--- src/rtl/pgw_pkg.sv ---
package pgw_pkg;
  typedef enum logic [0:0] {
    PGW_IDLE = 1'b0,
    PGW_FILL = 1'b1
  } pgw_state_e;
endpackage

--- src/rtl/pgw_page_buf.sv ---
module pgw_page_buf #(
  parameter int DATA_W     = 8,
  parameter int PAGE_BYTES = 16,
  localparam int OFF_W     = $clog2(PAGE_BYTES)
) (
  input  logic                  clk,
  input  logic                  rst_n,
  input  logic                  clr,
  input  logic                  we,
  input  logic [OFF_W-1:0]      widx,
  input  logic [DATA_W-1:0]     wdata,
  input  logic [OFF_W-1:0]      ridx,
  output logic [DATA_W-1:0]     rdata,
  output logic [PAGE_BYTES-1:0] mask
);
  logic [PAGE_BYTES*DATA_W-1:0] flat;

  for (genvar g = 0; g < PAGE_BYTES; g++) begin : g_slot
    logic [DATA_W-1:0] slot_q;
    logic              vld_q;
    always_ff @(posedge clk or negedge rst_n) begin
      if (!rst_n) begin
        slot_q <= '0;
        vld_q  <= 1'b0;
      end else if (clr) begin
        vld_q  <= 1'b0;
      end else if (we && (widx == OFF_W'(g))) begin
        slot_q <= wdata;
        vld_q  <= 1'b1;
      end
    end
    assign flat[g*DATA_W +: DATA_W] = slot_q;
    assign mask[g]                  = vld_q;
  end

  assign rdata = flat[ridx*DATA_W +: DATA_W];

  AST_CLR_EMPTIES: assert property (@(posedge clk) disable iff (!rst_n)
    clr |=> (mask == '0)) else $error("mask survived clear");
endmodule

--- src/rtl/pgw_region_guard.sv ---
module pgw_region_guard #(
  parameter int PAGE_W = 5
) (
  input  logic [1:0]        bp,
  input  logic [PAGE_W-1:0] page,
  output logic              hit
);
  logic [1:0] quarter;
  assign quarter = page[PAGE_W-1 -: 2];

  always_comb begin
    unique case (bp)
      2'b00:   hit = 1'b0;
      2'b01:   hit = (quarter == 2'b11);
      2'b10:   hit = quarter[1];
      default: hit = 1'b1;
    endcase
  end
endmodule

--- src/rtl/pgw_cycle_timer.sv ---
module pgw_cycle_timer #(
  parameter int CYC_W   = 12,
  parameter int MIN_LEN = 16
) (
  input  logic             clk,
  input  logic             rst_n,
  input  logic             load,
  input  logic [CYC_W-1:0] len,
  output logic             active,
  output logic             last
);
  localparam logic [CYC_W-1:0] FLOOR = CYC_W'(MIN_LEN);

  logic [CYC_W-1:0] cnt_q;
  logic [CYC_W-1:0] eff_len;

  assign eff_len = (len < FLOOR) ? FLOOR : len;

  always_ff @(posedge clk or negedge rst_n) begin
    if (!rst_n)              cnt_q <= '0;
    else if (load)           cnt_q <= eff_len;
    else if (cnt_q != '0)    cnt_q <= cnt_q - 1'b1;
  end

  assign active = (cnt_q != '0);
  assign last   = (cnt_q == CYC_W'(1));

  AST_LAST_THEN_IDLE: assert property (@(posedge clk) disable iff (!rst_n)
    (last && !load) |=> !active) else $error("window overran");
endmodule

--- src/rtl/pgw_engine.sv ---
module pgw_engine import pgw_pkg::*; #(
  parameter int ADDR_W     = 9,
  parameter int DATA_W     = 8,
  parameter int PAGE_BYTES = 16,
  parameter int CYC_W      = 12
) (
  input  logic              clk,
  input  logic              rst_n,
  input  logic [CYC_W-1:0]  cyc_len,
  input  logic              wr_start,
  input  logic [ADDR_W-1:0] wr_addr,
  input  logic              in_valid,
  output logic              in_ready,
  input  logic [DATA_W-1:0] in_data,
  input  logic              byte_aligned,
  input  logic              cs_rise,
  input  logic              wel,
  input  logic              wp_n,
  input  logic [1:0]        bp,
  output logic              wip,
  output logic              wel_clr,
  output logic              mem_we,
  output logic [ADDR_W-1:0] mem_addr,
  output logic [DATA_W-1:0] mem_wdata
);
  localparam int OFF_W  = $clog2(PAGE_BYTES);
  localparam int PAGE_W = ADDR_W - OFF_W;
  localparam logic [OFF_W:0] STEP_DONE = (OFF_W+1)'(PAGE_BYTES);

  pgw_state_e        state_q;
  logic [PAGE_W-1:0] base_q;
  logic [OFF_W-1:0]  ptr_q;
  logic              prot_q;
  logic [OFF_W:0]    step_q;

  logic                  accept_start;
  logic                  take;
  logic                  commit;
  logic                  region_hit;
  logic [DATA_W-1:0]     buf_rdata;
  logic [PAGE_BYTES-1:0] buf_mask;

  assign accept_start = wr_start && !wip;
  assign in_ready     = (state_q == PGW_FILL) && !cs_rise;
  assign take         = in_valid && in_ready;
  assign commit       = (state_q == PGW_FILL) && cs_rise && byte_aligned
                        && (|buf_mask) && wel && wp_n;

  always_ff @(posedge clk or negedge rst_n) begin
    if (!rst_n) begin
      state_q <= PGW_IDLE;
      base_q  <= '0;
      ptr_q   <= '0;
    end else if (accept_start) begin
      state_q <= PGW_FILL;
      base_q  <= wr_addr[ADDR_W-1:OFF_W];
      ptr_q   <= wr_addr[OFF_W-1:0];
    end else begin
      if (state_q == PGW_FILL && cs_rise) state_q <= PGW_IDLE;
      if (take)                           ptr_q   <= ptr_q + 1'b1;
    end
  end

  always_ff @(posedge clk or negedge rst_n) begin
    if (!rst_n) begin
      prot_q <= 1'b0;
      step_q <= STEP_DONE;
    end else if (commit) begin
      prot_q <= region_hit;
      step_q <= '0;
    end else if (!step_q[OFF_W]) begin
      step_q <= step_q + 1'b1;
    end
  end

  pgw_page_buf #(
    .DATA_W     (DATA_W),
    .PAGE_BYTES (PAGE_BYTES)
  ) u_buf (
    .clk   (clk),
    .rst_n (rst_n),
    .clr   (accept_start),
    .we    (take),
    .widx  (ptr_q),
    .wdata (in_data),
    .ridx  (step_q[OFF_W-1:0]),
    .rdata (buf_rdata),
    .mask  (buf_mask)
  );

  pgw_region_guard #(
    .PAGE_W (PAGE_W)
  ) u_guard (
    .bp   (bp),
    .page (base_q),
    .hit  (region_hit)
  );

  pgw_cycle_timer #(
    .CYC_W   (CYC_W),
    .MIN_LEN (PAGE_BYTES)
  ) u_timer (
    .clk    (clk),
    .rst_n  (rst_n),
    .load   (commit),
    .len    (cyc_len),
    .active (wip),
    .last   (wel_clr)
  );

  assign mem_we    = wip && !step_q[OFF_W] && buf_mask[step_q[OFF_W-1:0]] && !prot_q;
  assign mem_addr  = {base_q, step_q[OFF_W-1:0]};
  assign mem_wdata = buf_rdata;

  AST_WE_INSIDE_WIP: assert property (@(posedge clk) disable iff (!rst_n)
    mem_we |-> wip) else $error("array write outside window");
  AST_ONE_PAGE: assert property (@(posedge clk) disable iff (!rst_n)
    (mem_we && $past(mem_we)) |-> (mem_addr[ADDR_W-1:OFF_W] == $past(mem_addr[ADDR_W-1:OFF_W])))
    else $error("page changed mid commit");
  AST_WIP_FROM_CS: assert property (@(posedge clk) disable iff (!rst_n)
    $rose(wip) |-> $past(cs_rise && byte_aligned)) else $error("window without aligned cs rise");
  AST_WIP_NEEDS_ENABLE: assert property (@(posedge clk) disable iff (!rst_n)
    $rose(wip) |-> $past(wel && wp_n)) else $error("window without enable");
  AST_WELCLR_ENDS: assert property (@(posedge clk) disable iff (!rst_n)
    wel_clr |=> !wip) else $error("wel_clr not in last cycle");
  AST_READY_NOT_BUSY: assert property (@(posedge clk) disable iff (!rst_n)
    in_ready |-> !wip) else $error("ready during window");
endmodule

--- config.mk ---
export PLATFORM = sky130hd
export DESIGN_NAME = pgw_engine
export DESIGN_NICKNAME = d
export VERILOG_FILES = /design/src/rtl/pgw_pkg.sv /design/src/rtl/pgw_page_buf.sv /design/src/rtl/pgw_region_guard.sv /design/src/rtl/pgw_cycle_timer.sv /design/src/rtl/pgw_engine.sv
export SDC_FILE = /design/constraint.sdc
export NUM_CORES = 1
export LEC_CHECK = 0
export ABC_CLOCK_PERIOD_IN_PS = 5000
export BUFFER_PORTS_ARGS = -buffer_cell sky130_fd_sc_hd__buf_2
export CAP_MARGIN = 15
export CORE_MARGIN = 2
export CORE_UTILIZATION = 65
export DETAILED_ROUTE_END_ITERATION = 10
export PLACE_DENSITY = 0.85
export SLEW_MARGIN = 30
export SYNTH_ARGS = -nofsm -noshare
export SYNTH_HDL_FRONTEND = slang
export SYNTH_SLANG_ARGS = --single-unit
export TNS_END_PERCENT = 5
--- constraint.sdc ---
create_clock -name clk -period 5 [get_ports clk]
set_clock_uncertainty 0.2 [all_clocks]
set_input_delay 0.5 -clock clk [delete_from_list [all_inputs] [get_ports clk]]
set_output_delay 0.5 -clock clk [all_outputs]
set_load 0.005 [all_outputs]
# Word-level counts from Yosys, hierarchy flattened

Cells that the tools add are included.

Bits of input ports: 39
Output and inout port bits: 21
Register bits after elaboration: 172

Shift-type cells: 1
$lt $le $gt $ge: 2
Equality and inequality tests: 20
Reductions and logical operators: 70
Add/sub/neg operators: 3
Mux-type cells: 44
Bitwise gates (word level): 1

Operator list:

| operator                                              | count |
|---|---|
| variable part select 128 x 8 -> 8 bit                 | 1 |
| nonzero test 2 bit                                    | 19 |
| 2-to-1 mux 12 bit                                     | 3 |
| 2-to-1 mux 1 bit                                      | 35 |
| equality test 4 bit (second input constant)           | 8 |
| AND reduction 2 bit                                   | 16 |
| logical AND 1 bit                                     | 27 |
| equality test 4 x 3 -> 1 bit (second input constant)  | 4 |
| OR reduction 16 bit                                   | 1 |
| equality test 12 x 1 -> 1 bit (second input constant) | 1 |
| < comparator 12 x 5 -> 1 bit (second input constant)  | 1 |
| nonzero test 12 bit                                   | 1 |
| subtractor 12 x 1 -> 12 bit (second input constant)   | 1 |
| 2-to-1 mux 5 bit                                      | 2 |
| equality test 4 x 2 -> 1 bit (second input constant)  | 2 |
| 2-to-1 mux 4 bit                                      | 2 |
| adder 5 x 1 -> 5 bit (second input constant)          | 1 |
| < comparator 4 x 5 -> 1 bit (second input constant)   | 1 |
| adder 4 x 1 -> 4 bit (second input constant)          | 1 |
| binary-select mux 1 bit (select 4 bit)                | 1 |
| equality test 2 bit (second input constant)           | 2 |
| equality test 4 x 1 -> 1 bit (second input constant)  | 1 |
| logical NOT 1 bit                                     | 4 |
| logical NOT 4 bit                                     | 1 |
| 5 further kinds                                       | 5 |

# Logic depth before layout (Yosys ltp)

Gate-level depths: netlist (run 1).

Depth after elaboration: 6
Gate-level depth with buffers: 8
Mapped depth without buffers: 6

# Hierarchy

Synthesis (run 1) repeated with hierarchy kept, for this count alone.

Cells, all modules: 588
Area, all modules: 8343.0 µm²

By module, submodules not included:

| module           | sequential area each (µm²) | times used | area an instance (µm²) | cells an instance |
|---|---|---|---|---|
| pgw_page_buf     | 3603.5                     | 1          | 6590.1                 | 423 |
| pgw_engine       | 401.6                      | 1          | 944.7                  | 84 |
| pgw_cycle_timer  | 300.3                      | 1          | 794.5                  | 78 |
| pgw_region_guard | 0.0                        | 1          | 13.8                   | 3 |

# Worst setup path before layout (run 1)

No wires, ideal clock.

Path kind: register to output
Start point: register step_q[0]
End point: output port mem_wdata[1]
Stages on the path, launching flop included: 7
Buffers on the path: 3
Setup slack: 2.559 ns
Data required time: 4.300 ns
Arrival time: 1.741 ns
Cells stage by stage: dfrtp_1 > buf_2 > buf_4 > buf_4 > mux4_2 > mux2i_1 > a21oi_1

Cells in the longest elaborated chain, start to end: 1

Ends and longest elaborated chain:

| item                                  | line               | source |
|---|---|---|
| start, declared                       | pgw_engine.sv:34   | `logic [OFF_W:0] step_q;` |
| start signal, assigned                | pgw_engine.sv:72   | `step_q <= step_q + 1'b1;` |
| variable part select 128 x 8 -> 8 bit | pgw_page_buf.sv:36 | `assign rdata = flat[ridx*DATA_W +: DATA_W];` |
| end, declared                         | pgw_engine.sv:24   | `output logic [DATA_W-1:0] mem_wdata` |

Every way passes these cells.

# Worst setup path in the final report (run 1)

Start point: register step_q[2]
End point: output port mem_wdata[2]

The elaborated chain is that of the path after synthesis.

==> results of run 1 <==
==> logic make-up after synthesis <==
logic type | Yosys count
xor gates and xnor gates | 15
buffers and inverters | 45
muxes | 188
and+or+nand+nor | 82
DFF | 172
AOI/OAI and AO/OA | 70
adders and majority gates | 8
==> worst paths after layout <==
path                                                    endpoint  cells after the start
setup / recovery                                    mem_wdata[2]                      6
hold / removal                             base_q[1]$_DFFE_PN0P_                      2
setup reg to reg                           base_q[2]$_DFFE_PN0P_                      4
hold reg to reg                            base_q[1]$_DFFE_PN0P_                      1
max in group asynchronous  u_buf.g_slot[1].slot_q[7]$_DFFE_PN0P_                      3
min in group asynchronous          u_timer.cnt_q[10]$_DFFE_PN0P_                      2
==> sequential cells by signal, indices dropped and copies added (netlist names) <==
name / count
base_q: 5
state_q: 1
u_buf.g_slot.vld_q: 16
u_timer.cnt_q: 12
u_buf.g_slot.slot_q: 128
prot_q: 1
ptr_q: 4
step_q: 5
==> critical path: cells and delay by family (launching register included) <==
kind,cells,cell delay [ns]
AOI/OAI and AO/OA,2,0.36
buffers and inverters,2,0.56
DFF,1,1.00
muxes,1,0.34
and+or+nand+nor,1,0.15
==> area by class of cell <==
class / instances / area, um2 / share of cell area [%]
Multi-Input combinational cell: 363 / 4170 / 43.2
Sequential cell: 172 / 4310 / 44.7
Clock buffer: 19 / 453 / 4.70
Tap cell: 176 / 220 / 2.28
Inverter: 6 / 22.5 / 0.234
Clock inverter: 13 / 118 / 1.22
Timing Repair Buffer: 66 / 357 / 3.70
==> cell usage after synthesis, drive strengths merged <==
cell	n
a211oi	8
a21o	15
a21oi	30
a22oi	2
a31oi	2
and2	1
and3b	1
and4	4
and4b	1
buf	20
clkbuf	19
dfrtp	171
dfstp	1
ha	8
inv	6
mux2	141
mux2i	11
mux4	36
nand2	4
nand2b	2
nand3	12
nand3b	8
nand4	7
nand4b	1
nor2	10
nor2b	10
nor3b	2
nor4	12
nor4bb	1
o21ai	5
o2bb2ai	3
o31ai	5
or2	2
or3	2
or4	2
xnor2	11
xor2	4
==> power groups by stage <==
stage               Sequential [mW]  Clock [mW]  Combinational [mW]
finish                         1.39        1.27              0.0719
global route                   1.39        1.34              0.0809
floorplan                      1.42           0              0.0190
detailed placement             1.42           0              0.0720
global placement               1.42           0              0.0680
CTS                            1.39        1.29              0.0736
==> routing by layer <==
| metal | global-route usage, % | share of wire [%] | up-vias |
|---|---|---|---|
| li1 | - | - | 2266 |
| met1 | 38.5 | 40 | 2748 |
| met2 | 46.2 | 50 | 197 |
| met3 | 6.18 | 6.0 | 48 |
| met4 | 13.2 | 3.4 | 0 |
| met5 | 0 | 0 | - |
==> cell usage in the layout (no fill, tap or decap), types with 3 or more instances in the layout <==
| cell type | count |
|---|---|
| mux2_4 | 80 |
| o21ai_0 | 5 |
| nand3b_1 | 8 |
| mux2i_1 | 11 |
| nand2_1 | 3 |
| a21oi_1 | 14 |
| clkbuf_16 | 17 |
| a21oi_2 | 6 |
| nand3_1 | 12 |
| nor2b_1 | 10 |
| a21o_1 | 15 |
| nor2_1 | 9 |
| o2bb2ai_1 | 3 |
| buf_4 | 6 |
| o31ai_1 | 5 |
| and4_1 | 3 |
| ha_1 | 8 |
| nor4_1 | 9 |
| clkinv_2 | 3 |
| dfrtp_1 | 169 |
| xnor2_1 | 11 |
| a21oi_4 | 10 |
| mux2_2 | 58 |
| buf_2 | 58 |
| a211oi_1 | 8 |
| nand4_1 | 7 |
| mux4_2 | 36 |
| clkinvlp_4 | 5 |
| xor2_1 | 4 |
| inv_1 | 6 |
| mux2_1 | 3 |
==> stage by stage <==
| stage | total power [mW] | setup WS, ns | cell area, um2 |
|---|---|---|---|
| after CTS | 2.75 | 1.44 | 9640 |
| after floorplan | 1.44 | 2.56 | 8710 |
| after detailed placement | 1.49 | 1.83 | 9060 |
| after global routing | 2.81 | 1.29 | 9640 |
| after global placement | 1.49 | 1.94 | 9050 |
| final | 2.73 | 1.45 | 9640 |
==> repair_timing <==
| item | 4_1_cts | 5_1_grt |
|---|---|---|
| hold buffers | 1 | 0 |
| setup buffers | 0 | 0 |
| setup endpoints to repair | 0 | 0 |
| hold endpoints to repair | 65 | 0 |
==> reports/qor.yml, run 1 <==
setup_path:
  startpoint_type: "register"
  r2r_start: "u_timer.cnt_q[5]$_DFFE_PN0P_"
  crit_chain: "buf_4 > mux4_2 > nor2b_1 > a211oi_1 > a21oi_1 > buf_2"
  cp_slowest_cell: "dfrtp_1"
  endpoint_kind: "output port"
  path_class: "register to output port"
  crit_required_ns: 4.30
  arrival_ns: 2.85
  regToRegSetupSlack_ns: 2.31
  max_stage_delay_ns: 1.00
  cp_max_fo: 20
  crit_start: "step_q[2]$_DFFE_PN0P_"
cells_and_area:
  final_nets: 673
  postLayoutCoreUtil_pct: 73.4
  area.growth.synth_to_final_pct: 10.8
  stdcell_count: 815
  diodes: 0
  num-fill-cells: 834
  layout-drive-gt1-share_pct: 46.8
clock_network:
  clock_sinks: 172
  h-tree-depth: 4
  clk-insertion-delay-late_ns: 0.43
  clkTransAtPathRegs_ns: 0.06
  clockBufferDepth: 2
  cts_made_buffers: 17
  post_cts_resized: 0
  tritoncts: "yes"
  clock-root-buffer: "clkbuf_16"
timing:
  setup_viol: 0
  timing.hold.ws_ns: 0.0830
  slew_violations: 0
  setup_tns_ns: 0
  period_needed_ns: 3.55
  final-hold-violation-count: 0
  rsz0062_at_grt: "no"
  worst_pin_slew_ns: 1.01
  slew_headroom_pct: 32.5
  final.period_utilization_pct: 71.0
  max_freq_ghz: 0.282
detailed_routing:
  viasPerCell: 6.45
  drt_iter0_drc: 401
  drt_pass1_iterations: 4
  drc: 0
  wl_um: 19300
  routedWlPerCell_um: 23.7
  drtAntennaViolNets: 0
  vias: 5259
grt:
  grt_pass1_wl_um: 31200
  gr-total-overflow: 0
  grt_pass1_vias: 5614
  grt_max_degree: 69
  grtUsageTotal_pct: 28.9
  antenna_found_initial: 0
yosys:
  syn_area_mm2: 0.00871
  avgSynthCellArea_um2: 15.0
  yosys.area.top_type_share_pct: 49.2
  syn_inst: 580
  yosys_warnings: 0
  synth_area_leaders: "dfrtp_1 49%, mux2_4 14%, mux4_2 9.3%"
  ys_seq_elements: 172
  synth.largest_area_cell: "dfrtp_1"
  muxShareOfSynthArea_pct: 32.3
  synth_fa_ha_area_share_pct: 1.15
  ys_types: 51
  synth_fp_nets: 627
  synth_top_family_by_area: "multiplexers"
  synth-simple-area-share_pct: 6.22
  synth_compound_area_share_pct: 6.60
  yosysSeqAreaShare_pct: 49.5
  synth_xor_area_share_pct: 1.51
floorplanning:
  core-area_mm2: 0.0131
  start_util_pct: 66.3
  rows: 42
  fp.dieW_um: 120
  floorplan.die_area_mm2: 0.0143
  die_y_um: 120
  ios: 60
job:
  drv_cap: 0
min_path:
  hold_class: "input pin to register"
  min-delay-start: "wr_addr[5]"
run_status:
  status: "completed"
power_and_ir_drop:
  p_sw_share_pct: 22.4
  p_int_mw: 2.12
  p_clk_share_pct: 46.5
  pwr-share-seq_pct: 50.9
  leakage_nw: 4.65
  p_sw_mw: 0.613
  p_per_area_mw_per_mm2: 284
  peakVddDrop_mv: 0.229
  comb_power_share_pct: 2.6
placed_design:
  portBuffers: 59
  gp_congestion: 0.844
  placedCellCount: 782
  dp_hpwl_um: 12100
Note: power is estimated with default switching activity, not from simulation.
==> inputs of run 2 (changes only) <==
--- a/config.mk
+++ b/config.mk
@@ -5,13 +5,13 @@
 export SDC_FILE = /design/constraint.sdc
 export NUM_CORES = 1
 export LEC_CHECK = 0
-export ABC_CLOCK_PERIOD_IN_PS = 5000
+export ABC_CLOCK_PERIOD_IN_PS = 2850
 export BUFFER_PORTS_ARGS = -buffer_cell sky130_fd_sc_hd__buf_2
 export CAP_MARGIN = 15
 export CORE_MARGIN = 2
-export CORE_UTILIZATION = 65
+export CORE_UTILIZATION = 55
 export DETAILED_ROUTE_END_ITERATION = 10
-export PLACE_DENSITY = 0.85
+export PLACE_DENSITY = 0.76
 export SLEW_MARGIN = 30
 export SYNTH_ARGS = -nofsm -noshare
 export SYNTH_HDL_FRONTEND = slang
==> constraint.sdc (replaced) <==
create_clock -name clk -period 2.85 [get_ports clk]
set_clock_uncertainty 0.2 [all_clocks]
set_input_delay 0.285 -clock clk [delete_from_list [all_inputs] [get_ports clk]]
set_output_delay 0.285 -clock clk [all_outputs]
set_load 0.005 [all_outputs]
==> reports/qor.yml, run 2 (same netlist as run 1, synthesis figures left out) <==
cells_and_area:
  final_common_cell: "dfrtp_1"
  largest_reg_flops: 128  # unchanged
  final_nets: 708  # +5.2%
  regMostFlops: "u_buf.g_slot.slot_q"
  diodes: 0  # unchanged
  reg_top3: "u_buf.g_slot.slot_q x128, u_buf.g_slot.vld_q x16, u_timer.cnt_q x12"
  layout-drive-gt1-share_pct: 45.8  # -1.0 points
  num-fill-cells: 1098  # +32%
  area.growth.synth_to_final_pct: 16.4
  layout_common_cells: "170 x dfrtp_1, 80 x mux2_4, 58 x mux2_2, 58 x buf_2, 36 x mux4_2"
grt:
  grtUsageTotal_pct: 25.0  # -3.9 points
  grt_pass1_wl_um: 31900  # +2.4%
  grt_pass1_vias: 5768  # +2.7%
  gr-total-overflow: 0  # unchanged
  grt_max_degree: 70  # +1.4%
  antenna_found_initial: 0  # unchanged
setup_path:
  crit_buf_inv: 3  # +1
  critPathTopFamily: "multiplexers"
  crit_end: "mem_wdata[4]"
  critical_path_cell_count: 6  # unchanged
  path_class: "register to output port"
  startpoint_type: "register"
  max_stage_delay_ns: 0.54  # -0.46 ns
  crit_start: "step_q[0]$_DFFE_PN0P_"
  reg2reg_depth: 6  # +2
  endpoint_kind: "output port"
  r2r_end: "prot_q$_DFFE_PN0P_"
  r2r_start: "u_buf.g_slot[7].vld_q$_DFFE_PN0P_"
  crit_chain: "buf_12 > buf_4 > mux4_2 > mux2i_1 > a21oi_1 > buf_2"
  regToRegSetupSlack_ns: 0.26  # -2.05 ns
  cp_slowest_cell: "mux4_2"
  arrival_ns: 2.27  # -0.58 ns
  cp_max_fo: 10  # -50%
  crit_required_ns: 2.37  # -1.93 ns
placed_design:
  gp_congestion: 0.860  # +1.9%
  portBuffers: 59  # unchanged
  dp_slack_ns: 0.365  # -1.47 ns
  dp_hpwl_um: 12700  # +4.7%
timing:
  setup_tns_ns: 0  # unchanged
  period_needed_ns: 2.76
  worst_pin_slew_ns: 0.750  # -0.263 ns
  setup_viol: 0  # unchanged
  final.period_utilization_pct: 96.7
  timing.final.ws_setup_ns: 0.0946  # -1.36 ns
  final-hold-violation-count: 0  # unchanged
  slew_headroom_pct: 50.0  # +18 points
  rsz0062_at_grt: "no"
  slew_violations: 0  # unchanged
  max_freq_ghz: 0.363
detailed_routing:
  viasPerCell: 6.01  # -6.9%
  drt_pass1_iterations: 4  # unchanged
  routedWlPerCell_um: 21.8  # -8.3%
  wl_um: 19200  # -0.51%
  vias: 5313  # +1.0%
  drtAntennaViolNets: 0  # unchanged
  drc: 0  # unchanged
  drt_iter0_drc: 423  # +5.5%
clock_network:
  clkTransAtPathRegs_ns: 0.06  # about the same
  h-tree-depth: 4  # unchanged
  clock_sinks: 172  # unchanged
  clk-insertion-delay-late_ns: 0.43  # about the same
  cts_made_buffers: 17  # unchanged
  tritoncts: "yes"
  clock-root-buffer: "clkbuf_16"
  clockBufferDepth: 2  # unchanged
floorplanning:
  floorplan.die_area_mm2: 0.0169  # +18%
  core-area_mm2: 0.0153  # +17%
  fp.dieW_um: 130  # +8.4%
  start_util_pct: 56.8  # -9.4 points
  rows: 45  # +7.1%
  ios: 60  # unchanged
  die_y_um: 130  # +8.4%
power_and_ir_drop:
  p_per_area_mw_per_mm2: 504  # +78%
  leakage_nw: 4.87  # +4.7%
  peakVddDrop_mv: 0.432  # +89%
run_status:
  status: "completed"
job:
  drv_cap: 0  # unchanged
min_path:
  hold_class: "input pin to register"
## run 2: cell count changes in the layout (fill, tap and decap cells not counted), sizes merged
cell | before | now
inv | 8 | 6
clkinvlp | 5 | 0
dlygate4sd3 | 1 | 24
bufinv | 1 | 4
clkbuf | 19 | 22
buf | 65 | 77
## run 2: report_power, final
group	internal, mW	switching, mW	leakage (nW)
Sequential	2.44	0.000958	2.34
Combinational	0.0544	0.103	2.21
Clock	1.56	0.944	0.316
## run 2: stage by stage
stage | instance area, um2 | cells | util (%) | total power, mW | hold slack (ns)
after floorplan | 8710 | 580 | - | 2.52 | -0.211
after global placement | 9220 | 827 | 60.2 | 2.62 | 0.126
after detailed placement | 9220 | 827 | 60.2 | 2.62 | 0.132
after CTS | 10100 | 884 | 66.1 | 5.15 | 0.0117
after global routing | 10100 | 884 | 66.2 | 5.26 | 0.0578
final | 10100 | 884 | 66.2 | 5.11 | 0.0326
## run 2: worst min-delay path by stage
stage / startpoint / end / slack (ns) / cells past startpoint
CTS: cs_rise / state_q$_DFFE_PN0P_ / 0.01 / 3
global route: cs_rise / state_q$_DFFE_PN0P_ / 0.06 / 3
finish: cs_rise / state_q$_DFFE_PN0P_ / 0.03 / 3
detailed placement: rst_n / u_buf.g_slot[2].vld_q$_DFFE_PN0P_ / 0.13 / 1
floorplan: rst_n / base_q[0]$_DFFE_PN0P_ / -0.21 / 0
global placement: rst_n / u_buf.g_slot[2].vld_q$_DFFE_PN0P_ / 0.13 / 1
## run 2: area by class of cell
| cell class | count | area [um2] | area share (%) |
|---|---|---|---|
| repair buffers | 101 | 731 | 7.21 |
| multi-input cells | 363 | 4160 | 41.1 |
| well taps | 211 | 264 | 2.61 |
| inverters | 6 | 22.5 | 0.222 |
| clock inverters | 9 | 160 | 1.58 |
| flip-flops and latches | 172 | 4310 | 42.5 |
| clock buffers | 22 | 484 | 4.78 |
## run 2: repair_timing
item                                    CTS  global route
endpoints found under the setup margin    4             1
buffers inserted                          2             0
hold buffers                             24             0
gates resized for setup                   1             1
endpoints found under the hold margin    88             0
## run 2: tightest hold or removal path, stage by stage
cell and delay (ns):
buf_2 0.14, nor2b_1 0.06, nand2b_1 0.13
## run 2: per-layer routing
layer / routed length (um) / up-vias / GRT usage [%]
met4: 283 / 0 / 8.92
met5: 0 / - / 0
met2: 9750 / 119 / 40.6
li1: - / 2329 / -
met1: 8570 / 2842 / 34.8
met3: 632 / 23 / 3.65
==> inputs of run 3 (changes only) <==
--- a/config.mk
+++ b/config.mk
@@ -5,13 +5,13 @@
 export SDC_FILE = /design/constraint.sdc
 export NUM_CORES = 1
 export LEC_CHECK = 0
-export ABC_CLOCK_PERIOD_IN_PS = 2850
-export BUFFER_PORTS_ARGS = -buffer_cell sky130_fd_sc_hd__buf_2
+export ABC_CLOCK_PERIOD_IN_PS = 2580
 export CAP_MARGIN = 15
 export CORE_MARGIN = 2
-export CORE_UTILIZATION = 55
+export CORE_UTILIZATION = 64
 export DETAILED_ROUTE_END_ITERATION = 10
-export PLACE_DENSITY = 0.76
+export DONT_BUFFER_PORTS = 1
+export PLACE_DENSITY = 0.8
 export SLEW_MARGIN = 30
 export SYNTH_ARGS = -nofsm -noshare
 export SYNTH_HDL_FRONTEND = slang
==> constraint.sdc (replaced) <==
create_clock -name clk -period 2.58 [get_ports clk]
set_clock_uncertainty 0.2 [all_clocks]
set_input_delay 0.258 -clock clk [delete_from_list [all_inputs] [get_ports clk]]
set_output_delay 0.258 -clock clk [all_outputs]
set_load 0.005 [all_outputs]
==> reports/qor.yml, run 3 (same netlist as run 1, synthesis figures left out) <==
setup_path:
  path_class: "register to output port"
  regToRegSetupSlack_ns: 0.15  # -0.11 ns
  reg2reg_depth: 4  # -2
  max_stage_delay_ns: 0.52  # -0.02 ns
  cp_max_fo: 15  # +5
  cp_slowest_cell: "mux4_2"
  arrival_ns: 2.11  # -0.16 ns
  critPathTopFamily: "multiplexers"
  r2r_end: "base_q[1]$_DFFE_PN0P_"
  startpoint_type: "register"
  crit_start: "step_q[0]$_DFFE_PN0P_"
  crit_required_ns: 2.12  # -0.25 ns
  crit_buf_inv: 1  # -2
  crit_chain: "buf_12 > mux4_2 > nor2b_1 > a211oi_1 > a21oi_1"
  endpoint_kind: "output port"
  r2r_start: "u_timer.cnt_q[5]$_DFFE_PN0P_"
grt:
  grt_max_degree: 173  # +150%
  grt_pass1_vias: 5467  # -5.2%
  grtUsageTotal_pct: 28.1  # +3.1 points
  grt_pass1_wl_um: 30400  # -4.7%
  gr-total-overflow: 0  # unchanged
  antenna_found_initial: 0  # unchanged
timing:
  max_freq_ghz: 0.389
  setup_viol: 0  # unchanged
  slew_violations: 0  # unchanged
  setup_tns_ns: 0  # unchanged
  timing.final.ws_setup_ns: 0.0100  # -0.0846 ns
  worst_pin_slew_ns: 0.760  # +0.00977 ns
  rsz0062_at_grt: "yes"
  slew_headroom_pct: 49.4  # -0.65 points
  final.period_utilization_pct: 99.6
  timing.hold.ws_ns: -0.678  # -0.711 ns
  period_needed_ns: 2.57
  final-hold-violation-count: 172  # +172
detailed_routing:
  drt_iter0_drc: 489  # +16%
  drtAntennaViolNets: 0  # unchanged
  vias: 5214  # -1.9%
  drc: 0  # unchanged
  viasPerCell: 6.53  # +8.7%
  drt_pass1_iterations: 5  # +1
  routedWlPerCell_um: 24.0  # +10%
  wl_um: 19200  # -0.31%
run_status:
  status: "complete, but fails checks"
  violations: "negative hold slack"
cells_and_area:
  diodes: 0  # unchanged
  final_common_cell: "dfrtp_1"
  regMostFlops: "u_buf.g_slot.slot_q"
  design_area_mm2: 0.00987  # -2.6%
  area.growth.synth_to_final_pct: 13.4
  layout_common_cells: "169 x dfrtp_1, 80 x mux2_4, 58 x mux2_2, 36 x mux4_2, 34 x dlygate4sd3_1"
  largest_reg_flops: 128  # unchanged
  layout-drive-gt1-share_pct: 40.5  # -5.3 points
  final_nets: 657  # -7.2%
  num-fill-cells: 793  # -28%
  reg_top3: "u_buf.g_slot.slot_q x128, u_buf.g_slot.vld_q x16, u_timer.cnt_q x12"
  postLayoutCoreUtil_pct: 74.5  # +8.4 points
floorplanning:
  fp.dieW_um: 121  # -7.1%
  floorplan.die_area_mm2: 0.0146  # -14%
  ios: 60  # unchanged
  start_util_pct: 65.7  # +8.9 points
  core-area_mm2: 0.0132  # -14%
  die_y_um: 121  # -7.1%
  rows: 42  # -6.7%
job:
  drv_cap: 0  # unchanged
power_and_ir_drop:
  p_per_area_mw_per_mm2: 545  # +8.2%
  leakage_nw: 4.62  # -5.1%
  peakVddDrop_mv: 0.459  # +6.2%
clock_network:
  cts_made_buffers: 17  # unchanged
  clkTransAtPathRegs_ns: 0.07  # about the same
  hold_buffers: 35  # +46%
  clockBufferDepth: 2  # unchanged
  clk-insertion-delay-late_ns: 0.43  # about the same
  tritoncts: "yes"
  clock_sinks: 172  # unchanged
  clock-root-buffer: "clkbuf_16"
  h-tree-depth: 4  # unchanged
placed_design:
  gp_congestion: 0.879  # +2.1%
  portBuffers: 0  # -100%
  dp_hpwl_um: 11500  # -9.4%
  dp_slack_ns: 0.204  # -0.161 ns
  place_area_mm2: 0.00884  # -4.2%
min_path:
  hold_class: "input pin to asynchronous set/reset pin"
## run 3: cell count changes in the layout (fill, tap and decap cells not counted), moves of 3 or more
cell           before  now
buf_2              58    1
dlygate4sd3_1      24   34
a211oi_1            8    2
a211oi_2            0    6
clkbuf_1            1    6
clkinv_4            4    0
clkinvlp_4          0    3
## run 3: layout make-up
| class | instances | area [um2] | area share, % |
|---|---|---|---|
| tap | 176 | 220 | 2.23 |
| sequential | 172 | 4310 | 43.7 |
| clock buffer | 25 | 475 | 4.82 |
| multi-input combinational | 363 | 4210 | 42.7 |
| inverter | 6 | 22.5 | 0.228 |
| timing repair buffer | 50 | 520 | 5.27 |
| clock inverter | 6 | 113 | 1.14 |
## run 3: timing repair
item,4_1_cts,5_1_grt
endpoints found under the hold margin,335,172
gates resized for setup,7,7
setup endpoints to repair,8,10
pin swaps,2,4
setup buffers,0,0
cloned,1,0
## run 3: worst max path at each step
stage / to / slack (ns) / cells past startpoint
floorplan: mem_wdata[1] / 0.38 / 6
global placement: u_buf.g_slot[5].slot_q[7]$_DFFE_PN0P_ / 0.26 / 5
detailed placement: base_q[1]$_DFFE_PN0P_ / 0.20 / 4
CTS: mem_wdata[5] / -0.02 / 5
global route: mem_wdata[4] / -0.04 / 5
finish: mem_wdata[4] / 0.01 / 5
## run 3: metal layers
metal	wire length, um	part of all wire (%)	GRT usage [%]	up-vias
li1	-	-	-	2224
met1	8440	44	38.9	2781
met2	9350	49	44.3	165
met3	859	4.5	6.13	44
met4	531	2.8	10.3	0
met5	0	0	0	-
## run 3: per-stage QoR
stage                     instances  total power, mW
final                           798             5.38
after global placement          731             2.76
after global routing            798             5.52
after CTS                       798             5.40
after floorplan                 580             2.79
after detailed placement        731             2.76
## run 3: where the power goes
part / total [mW] / internal (mW) / leakage [nW] / switching, mW
registers: 2.70 / 2.70 / 2.33 / 0.00100
clock network: 2.58 / 1.57 / 0.274 / 1.01
logic: 0.0972 / 0.0423 / 2.01 / 0.0549
